## src/rtl/trg_pkg.sv

```systemverilog
package trg_pkg;
  localparam int SEL_W    = 5;
  localparam int CNT_W    = 5;
  localparam int SEL_LSB  = 0;
  localparam int IE_BIT   = 8;
  localparam int EN_BIT   = 16;
  localparam int MODE_LSB = 17;
  localparam int CNT_LSB  = 19;

  typedef enum logic [1:0] {
    EDGE_NONE = 2'd0,
    EDGE_RISE = 2'd1,
    EDGE_FALL = 2'd2,
    EDGE_BOTH = 2'd3
  } edge_mode_e;

  typedef struct packed {
    logic [CNT_W-1:0] cnt;
    edge_mode_e       mode;
    logic             en;
    logic             ie;
    logic [SEL_W-1:0] sel;
  } ctrl_t;

  typedef enum logic [1:0] {
    ST_IDLE = 2'd0,
    ST_REQ  = 2'd1,
    ST_GAP  = 2'd2
  } burst_st_e;
endpackage

```

## src/rtl/trg_ctrl_reg.sv

```systemverilog
module trg_ctrl_reg
  import trg_pkg::*;
(
  input  logic        clk,
  input  logic        rst,
  input  logic        wr_en,
  input  logic [31:0] wr_data,
  output ctrl_t       ctrl,
  output logic [31:0] rd_data
);
  ctrl_t ctrl_q;
  logic  unused_bits;

  assign unused_bits = ^{wr_data[31:24], wr_data[15:9], wr_data[7:5]};

  always_ff @(posedge clk) begin
    if (rst) begin
      ctrl_q <= '0;
    end else if (wr_en) begin
      ctrl_q.sel  <= wr_data[SEL_LSB +: SEL_W];
      ctrl_q.ie   <= wr_data[IE_BIT];
      ctrl_q.en   <= wr_data[EN_BIT];
      ctrl_q.mode <= edge_mode_e'(wr_data[MODE_LSB +: 2]);
      if (!ctrl_q.en)
        ctrl_q.cnt <= wr_data[CNT_LSB +: CNT_W];
    end
  end

  always_comb begin
    rd_data                      = '0;
    rd_data[SEL_LSB +: SEL_W]    = ctrl_q.sel;
    rd_data[IE_BIT]              = ctrl_q.ie;
    rd_data[EN_BIT]              = ctrl_q.en;
    rd_data[MODE_LSB +: 2]       = ctrl_q.mode;
    rd_data[CNT_LSB +: CNT_W]    = ctrl_q.cnt;
  end

  assign ctrl = ctrl_q;

  AST_CNT_LOCK: assert property (@(posedge clk) disable iff (rst)
    ctrl_q.en |=> $stable(ctrl_q.cnt));
endmodule

```

## src/rtl/trg_sync.sv

```systemverilog
module trg_sync #(
  parameter int NUM_TRIG    = 32,
  parameter int SYNC_STAGES = 2
) (
  input  logic                clk,
  input  logic                rst,
  input  logic [NUM_TRIG-1:0] lines_in,
  output logic [NUM_TRIG-1:0] lines_now,
  output logic [NUM_TRIG-1:0] lines_old
);
  localparam int DEPTH = SYNC_STAGES + 1;

  logic [NUM_TRIG-1:0] stg [DEPTH];

  always_ff @(posedge clk) begin
    if (rst) begin
      for (int i = 0; i < DEPTH; i++) stg[i] <= '0;
    end else begin
      stg[0] <= lines_in;
      for (int i = 1; i < DEPTH; i++) stg[i] <= stg[i-1];
    end
  end

  assign lines_now = stg[SYNC_STAGES-1];
  assign lines_old = stg[SYNC_STAGES];
endmodule

```

## src/rtl/trg_edge.sv

```systemverilog
module trg_edge
  import trg_pkg::*;
#(
  parameter int NUM_TRIG = 32
) (
  input  logic [NUM_TRIG-1:0] lines_now,
  input  logic [NUM_TRIG-1:0] lines_old,
  input  logic [SEL_W-1:0]    sel,
  input  edge_mode_e          mode,
  input  logic                en,
  output logic                evt
);
  logic cur, prv, rise, fall;

  always_comb begin
    cur = 1'b0;
    prv = 1'b0;
    for (int i = 0; i < NUM_TRIG; i++) begin
      if (sel == SEL_W'(i)) begin
        cur = lines_now[i];
        prv = lines_old[i];
      end
    end
  end

  assign rise = cur & ~prv;
  assign fall = ~cur & prv;

  always_comb begin
    unique case (mode)
      EDGE_RISE: evt = en & rise;
      EDGE_FALL: evt = en & fall;
      EDGE_BOTH: evt = en & (rise | fall);
      default:   evt = 1'b0;
    endcase
  end
endmodule

```

## src/rtl/trg_burst.sv

```systemverilog
module trg_burst
  import trg_pkg::*;
(
  input  logic             clk,
  input  logic             rst,
  input  logic             en,
  input  logic             evt,
  input  logic [CNT_W-1:0] cnt,
  input  logic             ack,
  input  logic             ovr_clr,
  output logic             req,
  output logic             ovr
);
  burst_st_e        st;
  logic [CNT_W-1:0] rem;

  always_ff @(posedge clk) begin
    if (rst) begin
      st  <= ST_IDLE;
      rem <= '0;
    end else if (!en) begin
      st  <= ST_IDLE;
      rem <= '0;
    end else begin
      unique case (st)
        ST_IDLE: if (evt) begin
          st  <= ST_REQ;
          rem <= cnt;
        end
        ST_REQ: if (ack) begin
          if (rem == '0) st <= ST_IDLE;
          else begin
            rem <= rem - 1'b1;
            st  <= ST_GAP;
          end
        end
        ST_GAP:  st <= ST_REQ;
        default: st <= ST_IDLE;
      endcase
    end
  end

  always_ff @(posedge clk) begin
    if (rst)                         ovr <= 1'b0;
    else if (evt && st != ST_IDLE)   ovr <= 1'b1;
    else if (ovr_clr)                ovr <= 1'b0;
  end

  assign req = (st == ST_REQ);

  AST_REQ_HOLD: assert property (@(posedge clk) disable iff (rst)
    req && !ack && en |=> req);
  AST_GAP_AFTER_ACK: assert property (@(posedge clk) disable iff (rst)
    req && ack |=> !req);
  AST_NO_REQ_DIS: assert property (@(posedge clk) disable iff (rst)
    !en |=> !req);
  AST_OVR_STICKY: assert property (@(posedge clk) disable iff (rst)
    ovr && !ovr_clr |=> ovr);
  AST_IDLE_START: assert property (@(posedge clk) disable iff (rst)
    st == ST_IDLE && evt |=> req);
endmodule

```

## src/rtl/trig_burst_gen.sv

```systemverilog
module trig_burst_gen
  import trg_pkg::*;
#(
  parameter int NUM_TRIG    = 32,
  parameter int SYNC_STAGES = 2
) (
  input  logic                clk,
  input  logic                rst,
  input  logic                wr_en,
  input  logic [31:0]         wr_data,
  output logic [31:0]         rd_data,
  input  logic [NUM_TRIG-1:0] trig_in,
  output logic                dma_req,
  input  logic                dma_ack,
  input  logic                ovr_clr,
  output logic                ovr_flag,
  output logic                irq
);
  ctrl_t               ctrl;
  logic [NUM_TRIG-1:0] lines_now, lines_old;
  logic                evt;

  trg_ctrl_reg u_reg (
    .clk(clk), .rst(rst), .wr_en(wr_en), .wr_data(wr_data),
    .ctrl(ctrl), .rd_data(rd_data)
  );

  trg_sync #(.NUM_TRIG(NUM_TRIG), .SYNC_STAGES(SYNC_STAGES)) u_sync (
    .clk(clk), .rst(rst), .lines_in(trig_in),
    .lines_now(lines_now), .lines_old(lines_old)
  );

  trg_edge #(.NUM_TRIG(NUM_TRIG)) u_edge (
    .lines_now(lines_now), .lines_old(lines_old), .sel(ctrl.sel),
    .mode(ctrl.mode), .en(ctrl.en), .evt(evt)
  );

  trg_burst u_burst (
    .clk(clk), .rst(rst), .en(ctrl.en), .evt(evt), .cnt(ctrl.cnt),
    .ack(dma_ack), .ovr_clr(ovr_clr), .req(dma_req), .ovr(ovr_flag)
  );

  assign irq = ovr_flag & ctrl.ie;

  AST_IRQ_NEEDS_FLAG: assert property (@(posedge clk) disable iff (rst)
    irq |-> ovr_flag);
endmodule

```

## config.mk

```make
export PLATFORM = sky130hd
export DESIGN_NAME = trig_burst_gen
export DESIGN_NICKNAME = d
export VERILOG_FILES = /design/src/rtl/trg_pkg.sv /design/src/rtl/trg_ctrl_reg.sv /design/src/rtl/trg_sync.sv /design/src/rtl/trg_edge.sv /design/src/rtl/trg_burst.sv /design/src/rtl/trig_burst_gen.sv
export SDC_FILE = /design/constraint.sdc
export NUM_CORES = 1
export LEC_CHECK = 0
export BUFFER_PORTS_ARGS = -buffer_cell sky130_fd_sc_hd__buf_2
export CAP_MARGIN = 20
export CORE_ASPECT_RATIO = 0.7
export CORE_MARGIN = 2
export CORE_UTILIZATION = 28
export DETAILED_ROUTE_END_ITERATION = 16
export HOLD_SLACK_MARGIN = 0.12
export SLEW_MARGIN = 10
export SYNTH_ARGS = -nofsm -noshare
export SYNTH_HDL_FRONTEND = slang
export SYNTH_HIERARCHICAL = 1
export SYNTH_SLANG_ARGS = --single-unit
export TNS_END_PERCENT = 5
```

## constraint.sdc

```tcl
create_clock -name clk -period 3.66 [get_ports clk]
set_input_delay 0.183 -clock clk [delete_from_list [all_inputs] [get_ports clk]]
set_output_delay 0.183 -clock clk [all_outputs]
set_load 0.005 [all_outputs]
```

==> metrics.yaml, run 1 <==
port_buffers: 67
fin_nets: 682
firstDrtPassIters: 4
drive_above_1_share_pct: 22.63
hp-class: "in2reg"
cts_sinks: 118
finish.instance_area_sq_um: 6536
regArea_sq_um: 2365
combPwrFrac_pct: 8.9
p_sw_share_pct: 24.16
antenna_found_initial: 0
remaining_drc_errors: 0
drt_wl_total_microns: 11000
synth_cells: 566
start_util_pct: 28.90
p_sw_mw: 0.7864
cts_buffer_depth: 2
drtIter0Drc: 201
vias: 3655
viasPerCell: 4.121
die_x_microns: 171.9
syn_avg_cell_area_sq_um: 9.766
status: "finished, final reports clean"
cts_buffers: 17
htree_levels: 4
most-common-layout-cells: "116 x dfxtp_1, 100 x nor2b_1, 66 x buf_2"
ys_warn_count: 6
finalSetupTns_ns: 0
async_reset_ff_share_pct: 0
finalWorstSetupSlack_ns: 0.2823
syn_area_sq_um: 5528
clock_skew_ns: 0.01316
clk_pin_slew_ns: 0.06
clk_latency_ns: 0.41
tightest_slew_ns: 0.7639
finalMaxSlewViolations: 0
die_y_microns: 121.6
intPower_mw: 2.469
layoutNonFillerInstCount: 887
hold_viol: 0
netlist-cell-type-count: 70
n_antenna_cell: 0
crit_fanout: 8
setup_viol: 0
dieArea_sq_um: 20900
path_class: "reg2reg"
place_hpwl_microns: 7293
rsz0062_at_grt: "false"
critPathCaptureType: "register"
place_ws_ns: 0.2077
post-cts-setup-buffers: 0
multi_input_area_sq_um: 2253
dp.cells: 807
final_common_cell: "dfxtp_1"
required_ns: 3.95
grtUsageTotal_pct: 10.81
nFillCells: 1962
yosysSeqAreaShare_pct: 42.73
power.leakage_nw: 2.603
grt_first_pass_wirelength_microns: 17420
gp_congestion: 0.8240
pwr-share-seq_pct: 42.1
root_buffer: "clkbuf_16"
crit_arrival_ns: 3.67
power_density_nw_per_um2: 498.0
rows: 42
ys_seq_elements: 118
fp.coreArea_sq_um: 19130
synth-edff-count: 0
num_io_pins: 104
wl_per_cell_microns: 12.40
placed_area_sq_um: 5482
antenna_left: 0
max_cap_viol_count: 0
maxSlewHeadroom_pct: 49.08
fin_crit_ns: 3.378
max_freq_mhz: 296.1
cts_tree: "built"
area_growth_pct: 18.24
ys.flop_type: "dfxtp_1"
period_share_pct: 92.29
irDropWorstVdd_uv: 223.2
grt_start_max_net_pins: 81
grt_pass1_vias: 3372
critPathLaunchType: "register"
grt_overflow: 0
p_clk_share_pct: 49.0
## layout make-up
class | instances | share of cell area, %
Timing Repair Buffer | 134 | 14.89
Tap cell | 264 | 5.054
Clock inverter | 13 | 1.838
Inverter | 11 | 0.6317
Multi-Input combinational cell | 328 | 34.48
Sequential cell | 118 | 36.18
Clock buffer | 19 | 6.930
## flip-flops by register name, summed over array words and instances, names as in the netlist
register / flops
u_burst/st: 2
u_reg/ctrl: 14
u_sync/stg: 96
u_burst/rem: 5
u_burst/ovr: 1
## cells in the mapped netlist, types with 3 or more instances
cell type	count	area share, %
dfxtp_1	118	43
buf_4	102	14
nor2b_1	100	11
nor2_1	20	1.4
mux2i_1	19	3.4
nand2b_1	17	1.9
a21oi_1	16	1.4
buf_2	15	1.4
inv_1	9	0.61
nand2_1	9	0.61
nor3_1	9	0.81
o21ai_0	9	0.81
buf_6	8	1.6
nor3b_1	8	1.1
nand3b_1	7	0.95
o211ai_1	6	0.81
nand3_1	5	0.45
nand4b_1	5	0.79
nand4bb_1	5	1.0
o21ai_2	5	0.79
a211oi_1	4	0.54
o21ai_1	4	0.36
ha_1	3	0.68
## critical path, stage by stage, from the launching register on
cell      delay (ns)
dfxtp_2         0.47
mux2_1          0.38
a41o_1          0.24
a311oi_1        0.40
nand2_1         0.12
o21a_1          0.19
ha_1            0.29
mux2i_1         0.16
a21oi_1         0.09
nor2b_1         0.13
nor3b_1         0.19
buf_4           0.15
a31o_4          0.12
o21ai_0         0.09
a31o_1          0.22
## path summary, 6_finish.rpt
| path | cells past startpoint | end | slack [ns] | startpoint |
|---|---|---|---|---|
| max | 14 | u_burst/rem[2] | 0.28 | u_reg/ctrl[0] |
| min | 3 | u_reg/ctrl[11] | 0.26 | wr_en |
| max reg2reg | 14 | u_burst/rem[2] | 0.28 | u_reg/ctrl[0] |
| min reg2reg | 1 | u_sync/stg[0][38] | 0.44 | u_sync/stg[0][6] |
## logic make-up (layout without fill, tap and decap cells)
logic type | count (synthesis) | after routing | synth area share [%]
AND/OR/NAND/NOR | 201 | 201 | 22.95
other | 1 | 18 | 0.06784
AO/OA/AOI/OAI | 81 | 81 | 10.84
multiplexers | 25 | 25 | 5.070
flip-flops | 118 | 118 | 42.73
adder cells (fa/ha/maj) | 3 | 3 | 0.6791
buffers and inverters | 137 | 177 | 17.65
## routing by layer
layer	track usage (%)	up-vias	wire, microns
met5	0	-	0
met4	4.044	0	48
met3	3.314	4	565
met2	14.23	96	4312
met1	16.21	1653	6068
li1	-	1902	-
## power groups by stage
stage,Combinational [mW],Sequential [mW],Clock (mW)
floorplan,0.237,1.38,0
global placement,0.248,1.40,0
detailed placement,0.248,1.40,0
CTS,0.289,1.37,1.64
global route,0.319,1.38,1.71
finish,0.290,1.37,1.60
## through the flow
step	power [mW]	hold WS, ns	utilization, %
finish	3.255	0.2581	34.17
global route	3.401	0.2490	34.17
floorplan	1.618	0.2521	-
CTS	3.299	0.2267	34.16
global placement	1.646	0.3927	28.66
detailed placement	1.646	0.3947	28.66
## repair_timing
item,4_1_cts,5_1_grt
setup endpoints to repair,0,3
hold buffers,48,0
gates resized for setup,0,1
endpoints found under the hold margin,49,0
Power figures use the tool's default switching activity.
==> run 2: changes to the inputs <==
ABC_AREA = 1   (was default)
CORE_MARGIN = default   (was 2)
==> metrics.yaml, run 2 <==
ys.flop_type: "dfxtp_1"
yosys.cell_count.top_type: "inv_1"
grtUsageTotal_pct: 11.61
syn_avg_cell_area_sq_um: 7.297
async_reset_ff_share_pct: 0
synth_cells: 757
port_buffers: 67
rsz0062_at_grt: "true"
fin_nets: 910
cts_buffers: 17
yosysSeqAreaShare_pct: 42.76
hold_viol: 0
nFillCells: 2031
ys_warn_count: 6
cp_num_buf_inv: 3
num_io_pins: 104
n_antenna_cell: 0
power_mw: 3.415
status: "finished, final reports clean"
period_share_pct: 98.16
slowest_stage: "dfxtp_4"
cts_tree: "built"
critPathCaptureType: "register"
yosys-top-cells-count: "154 x inv_1, 145 x nor2_1, 118 x dfxtp_1"
grt_first_pass_wirelength_microns: 18460
synth-edff-count: 0
crit_arrival_ns: 3.90
crit_fanout: 6
finalMaxSlewViolations: 0
cp_top_family: "simple AND/OR/NAND/NOR gates"
fin_crit_ns: 3.593
dr_wl_met3_microns: 435
power_density_nw_per_um2: 486.4
antenna_left: 0
antenna_found_initial: 0
cpPeakStageDelay_ns: 0.41
irDropWorstVdd_uv: 294.9
viasPerCell: 3.790
path_class: "reg2reg"
gp_congestion: 0.8138
remaining_drc_errors: 0
largest_reg_flops: 96
die_x_microns: 169.9
grt_pass1_vias: 4082
max_flop_register: "u_sync/stg"
place_ws_ns: -0.1593
start_util_pct: 28.88
cts_buffer_depth: 2
die_y_microns: 119.5
tightest_slew_ns: 0.6720
wl_met2_microns: 4726
syn_area_sq_um: 5524
drt_wl_total_microns: 10980
root_buffer: "clkbuf_16"
clock_skew_ns: 0.01060
clk_pin_slew_ns: 0.06
cts_sinks: 118
rows: 42
max_freq_mhz: 278.3
final_common_cell: "inv_1"
clk_latency_ns: 0.41
area_growth_pct: 27.09
wl_per_cell_microns: 9.849
grt_start_max_net_pins: 52
netlist_top_cells_area: "dfxtp_1 43%, buf_4 13%, inv_1 10%"
path_common_cell: "nand2_1"
max_cap_viol_count: 0
hold_slack_ns: 0.2365
dieArea_sq_um: 20300
power.leakage_nw: 3.300
netlist-cell-type-count: 33
most-common-layout-cells: "149 x inv_1, 142 x nor2_1, 114 x dfxtp_1"
place_hpwl_microns: 7485
ys_seq_elements: 118
drtIter0Drc: 224
finalWorstSetupSlack_ns: 0.06716
critPathLaunchType: "register"
setup_viol: 0
top_layer: "met4"
finish.instance_area_sq_um: 7020
synth_top_area_cell: "dfxtp_1"
drive_above_1_share_pct: 25.26
fp.coreArea_sq_um: 19130
finalSetupTns_ns: 0
grt_overflow: 0
yosysTopAreaCellShare_pct: 42.76
htree_levels: 4
placed_area_sq_um: 5678
hp-class: "in2reg"
m1WireLength_microns: 5750
firstDrtPassIters: 4
required_ns: 3.96
maxSlewHeadroom_pct: 55.20
vias: 4226
-- run 2: cell count changes after synthesis, moves of 7 or more --
cell | previous run | this run
nand2b_1 | 17 | 0
nor2_1 | 20 | 145
mux2i_1 | 19 | 0
buf_2 | 15 | 6
nor2b_1 | 100 | 0
nor3b_1 | 8 | 1
nand2_1 | 9 | 94
nand3b_1 | 7 | 0
nand3_1 | 5 | 31
nor2_4 | 0 | 13
inv_1 | 9 | 154
a21oi_1 | 16 | 9
nand4_1 | 1 | 12
-- run 2: what timing repair did --
action                                  4_1_cts  5_1_grt
buffers inserted                              0        7
gates resized for setup                       9       45
cloned                                        0        0
hold buffers                                 48        0
endpoints found under the setup margin        5        8
pin swaps                                     0       41
endpoints found under the hold margin        48        0
-- run 2: power by group --
group / internal, mW / total (mW) / switching, mW
clock network: 1.09 / 1.71 / 0.614
logic: 0.163 / 0.335 / 0.172
registers: 1.34 / 1.37 / 0.0337
-- run 2: worst reg2reg max path: cells and delay by family (launching register included) --
family,cells,cell delay [ns]
buf+inv,3,0.18
compound gates,4,0.59
simple gates,24,2.16
fa+ha+maj,1,0.16
flops,1,0.41
-- run 2: cells by family after synthesis --
family | share of synthesized area [%]
DFF | 42.76
AOI/OAI and AO/OA | 3.239
other | 0.06789
and+or+nand+nor | 26.98
buffers and inverters | 26.27
adders and majority gates | 0.6796
-- run 2: metal layers --
metal / track usage, % / up-vias
met5: 0 / -
met4: 4.054 / 0
met3: 3.463 / 7
met2: 17.83 / 84
met1: 15.41 / 1854
li1: - / 2281
-- run 2: per-stage QoR --
stage          util, %  cells
2_1_floorplan        -    774
3_3_place_gp     29.68   1028
3_5_place_dp     29.68   1028
4_1_cts          35.57   1108
5_1_grt          36.70   1115
6_report         36.70   1115
-- run 2: worst paths after layout --
path | startpoint | to | slack (ns) | cells past startpoint
worst max-delay path | u_reg/ctrl[1] | u_burst/rem[1] | 0.07 | 32
worst max register to register | u_reg/ctrl[1] | u_burst/rem[1] | 0.07 | 32
worst min-delay path | rst | u_sync/stg[0][63] | 0.24 | 2
worst min register to register | u_sync/stg[0][19] | u_sync/stg[0][51] | 0.40 | 2
-- run 2: area by class of cell --
| cell class | instances | area (sq um) | area share, % |
|---|---|---|---|
| clock buffers | 18 | 439.2 | 6.256 |
| clock inverters | 14 | 177.7 | 2.531 |
| inverters | 160 | 608.1 | 8.662 |
| multi-input cells | 383 | 1938 | 27.61 |
| flip-flops and latches | 118 | 2375 | 33.83 |
| well taps | 264 | 330.3 | 4.705 |
| repair buffers | 158 | 1152 | 16.41 |
==> run 3: changes to the inputs <==
MAX_ROUTING_LAYER = met4   (was default)
==> metrics.yaml, run 3 (synthesized netlist as in run 2, its figures left out) <==
grt_overflow: 0
critPathLaunchType: "register"
area_growth_pct: 27.13
met3_usage_pct: 3.463
cp-startpoint: "u_reg/ctrl[1]"
grt_first_pass_wirelength_microns: 18440
gr-max-usage-layer: "met2"
viasPerCell: 3.760
fp.coreArea_sq_um: 19130
tightest_slew_ns: 0.6807
cp_num_cells: 27
r2r_end: "u_burst/rem[1]"
power.leakage_nw: 3.300
antenna_left: 0
die_x_microns: 169.9
fin_crit_ns: 3.601
multi_input_area_sq_um: 1938
regToRegSetupSlack_ns: 0.06
cts_tree: "built"
antenna_found_initial: 0
firstDrtPassIters: 4
vias: 4192
die_y_microns: 119.5
slowest_stage: "dfxtp_4"
max_cap_viol_count: 0
port_buffers: 67
cp_top_family: "simple AND/OR/NAND/NOR gates"
nFillCells: 2031
dp.cells: 1028
globalRouteMet1Util_pct: 15.39
max_flop_register: "u_sync/stg"
place_hpwl_microns: 7485
irDropWorstVdd_uv: 298.5
period_share_pct: 98.38
drtIter0Drc: 223
dieArea_sq_um: 20300
status: "finished, final reports clean"
finalMaxSlewViolations: 0
fin_nets: 910
wl_per_cell_microns: 9.866
power_density_nw_per_um2: 486.4
maxSlewHeadroom_pct: 54.62
layoutNonFillerInstCount: 1115
clock_skew_ns: 0.01697
largest_reg_flops: 96
num_io_pins: 104
drt_wl_total_microns: 11000
drive_above_1_share_pct: 25.26
hp-class: "in2reg"
finalSetupTns_ns: 0
start_util_pct: 28.88
r2r-start: "u_reg/ctrl[1]"
regArea_sq_um: 2375
rr_worst_depth: 27
cp_num_buf_inv: 4
grt_util_met2_pct: 17.78
grt_start_max_net_pins: 52
crit_fanout: 6
htree_levels: 4
hold_viol: 0
path_class: "reg2reg"
max_freq_mhz: 277.7
grtUsageTotal_pct: 11.93
remaining_drc_errors: 0
final_common_cell: "inv_1"
cpPeakStageDelay_ns: 0.41
rsz0062_at_grt: "true"
grt_pass1_vias: 4085
cts_buffer_depth: 2
clk_pin_slew_ns: 0.06
crit_end: "u_burst/rem[1]"
setup_viol: 0
root_buffer: "clkbuf_16"
critPathCaptureType: "register"
cts_buffers: 17
path_common_cell: "nand2_1"
rows: 42
cts_sinks: 118
crit_arrival_ns: 3.91
gp_congestion: 0.8258
power_mw: 3.416
clk_latency_ns: 0.41
required_ns: 3.97
n_antenna_cell: 0
most-common-layout-cells: "149 x inv_1, 142 x nor2_1, 114 x dfxtp_1"
-- run 3: changes by cell type in the layout (fill, tap and decap cells not counted) --
cell and change:
inv_2 -1, inv_4 +1
-- run 3: layout make-up --
| cell class | instances | area share, % |
|---|---|---|
| Clock buffer | 18 | 6.253 |
| Clock inverter | 14 | 2.530 |
| Inverter | 160 | 8.694 |
| Multi-Input combinational cell | 383 | 27.60 |
| Sequential cell | 118 | 33.81 |
| Tap cell | 264 | 4.703 |
| Timing Repair Buffer | 158 | 16.41 |
-- run 3: worst min path at each step --
stage                           from                 to  slack, ns  cells past startpoint
CTS                            wr_en      u_reg/ctrl[2]       0.23                      3
floorplan                        rst        u_burst/ovr       0.25                      1
finish                           rst  u_sync/stg[0][63]       0.23                      2
global route                     rst  u_sync/stg[0][63]       0.26                      2
global placement         trig_in[22]  u_sync/stg[0][22]       0.39                      3
detailed placement  u_sync/stg[0][0]  u_sync/stg[0][32]       0.39                      2
-- run 3: report_power, final --
part           switching [mW]  internal, mW
combinational           0.172         0.164
sequential             0.0338          1.34
clock                   0.614          1.09
-- run 3: repair_timing --
item                                    CTS  global route
endpoints found under the setup margin    5             8
pin swaps                                 0            40
gates resized for setup                   9            46
endpoints found under the hold margin    48             0
hold buffers                             48             0
setup buffers                             0             7
-- run 3: stage by stage --
stage / worst slack, ns / hold WS (ns) / utilization (%) / instance area (sq um)
after floorplan: 0.4201 / 0.2521 / - / 5588
after global placement: -0.1587 / 0.3901 / 29.68 / 5678
after detailed placement: -0.1593 / 0.3923 / 29.68 / 5678
after CTS: 0.02051 / 0.2264 / 35.57 / 6804
after global routing: -0.3297 / 0.2582 / 36.72 / 7023
final: 0.05921 / 0.2298 / 36.72 / 7023
-- run 3: routing by layer --
metal | vias up | part of all wire (%)
met1 | 1843 | 53
met3 | 6 | 2.8
met2 | 64 | 43
met5 | - | 0
met4 | 0 | 0.73
li1 | 2279 | -
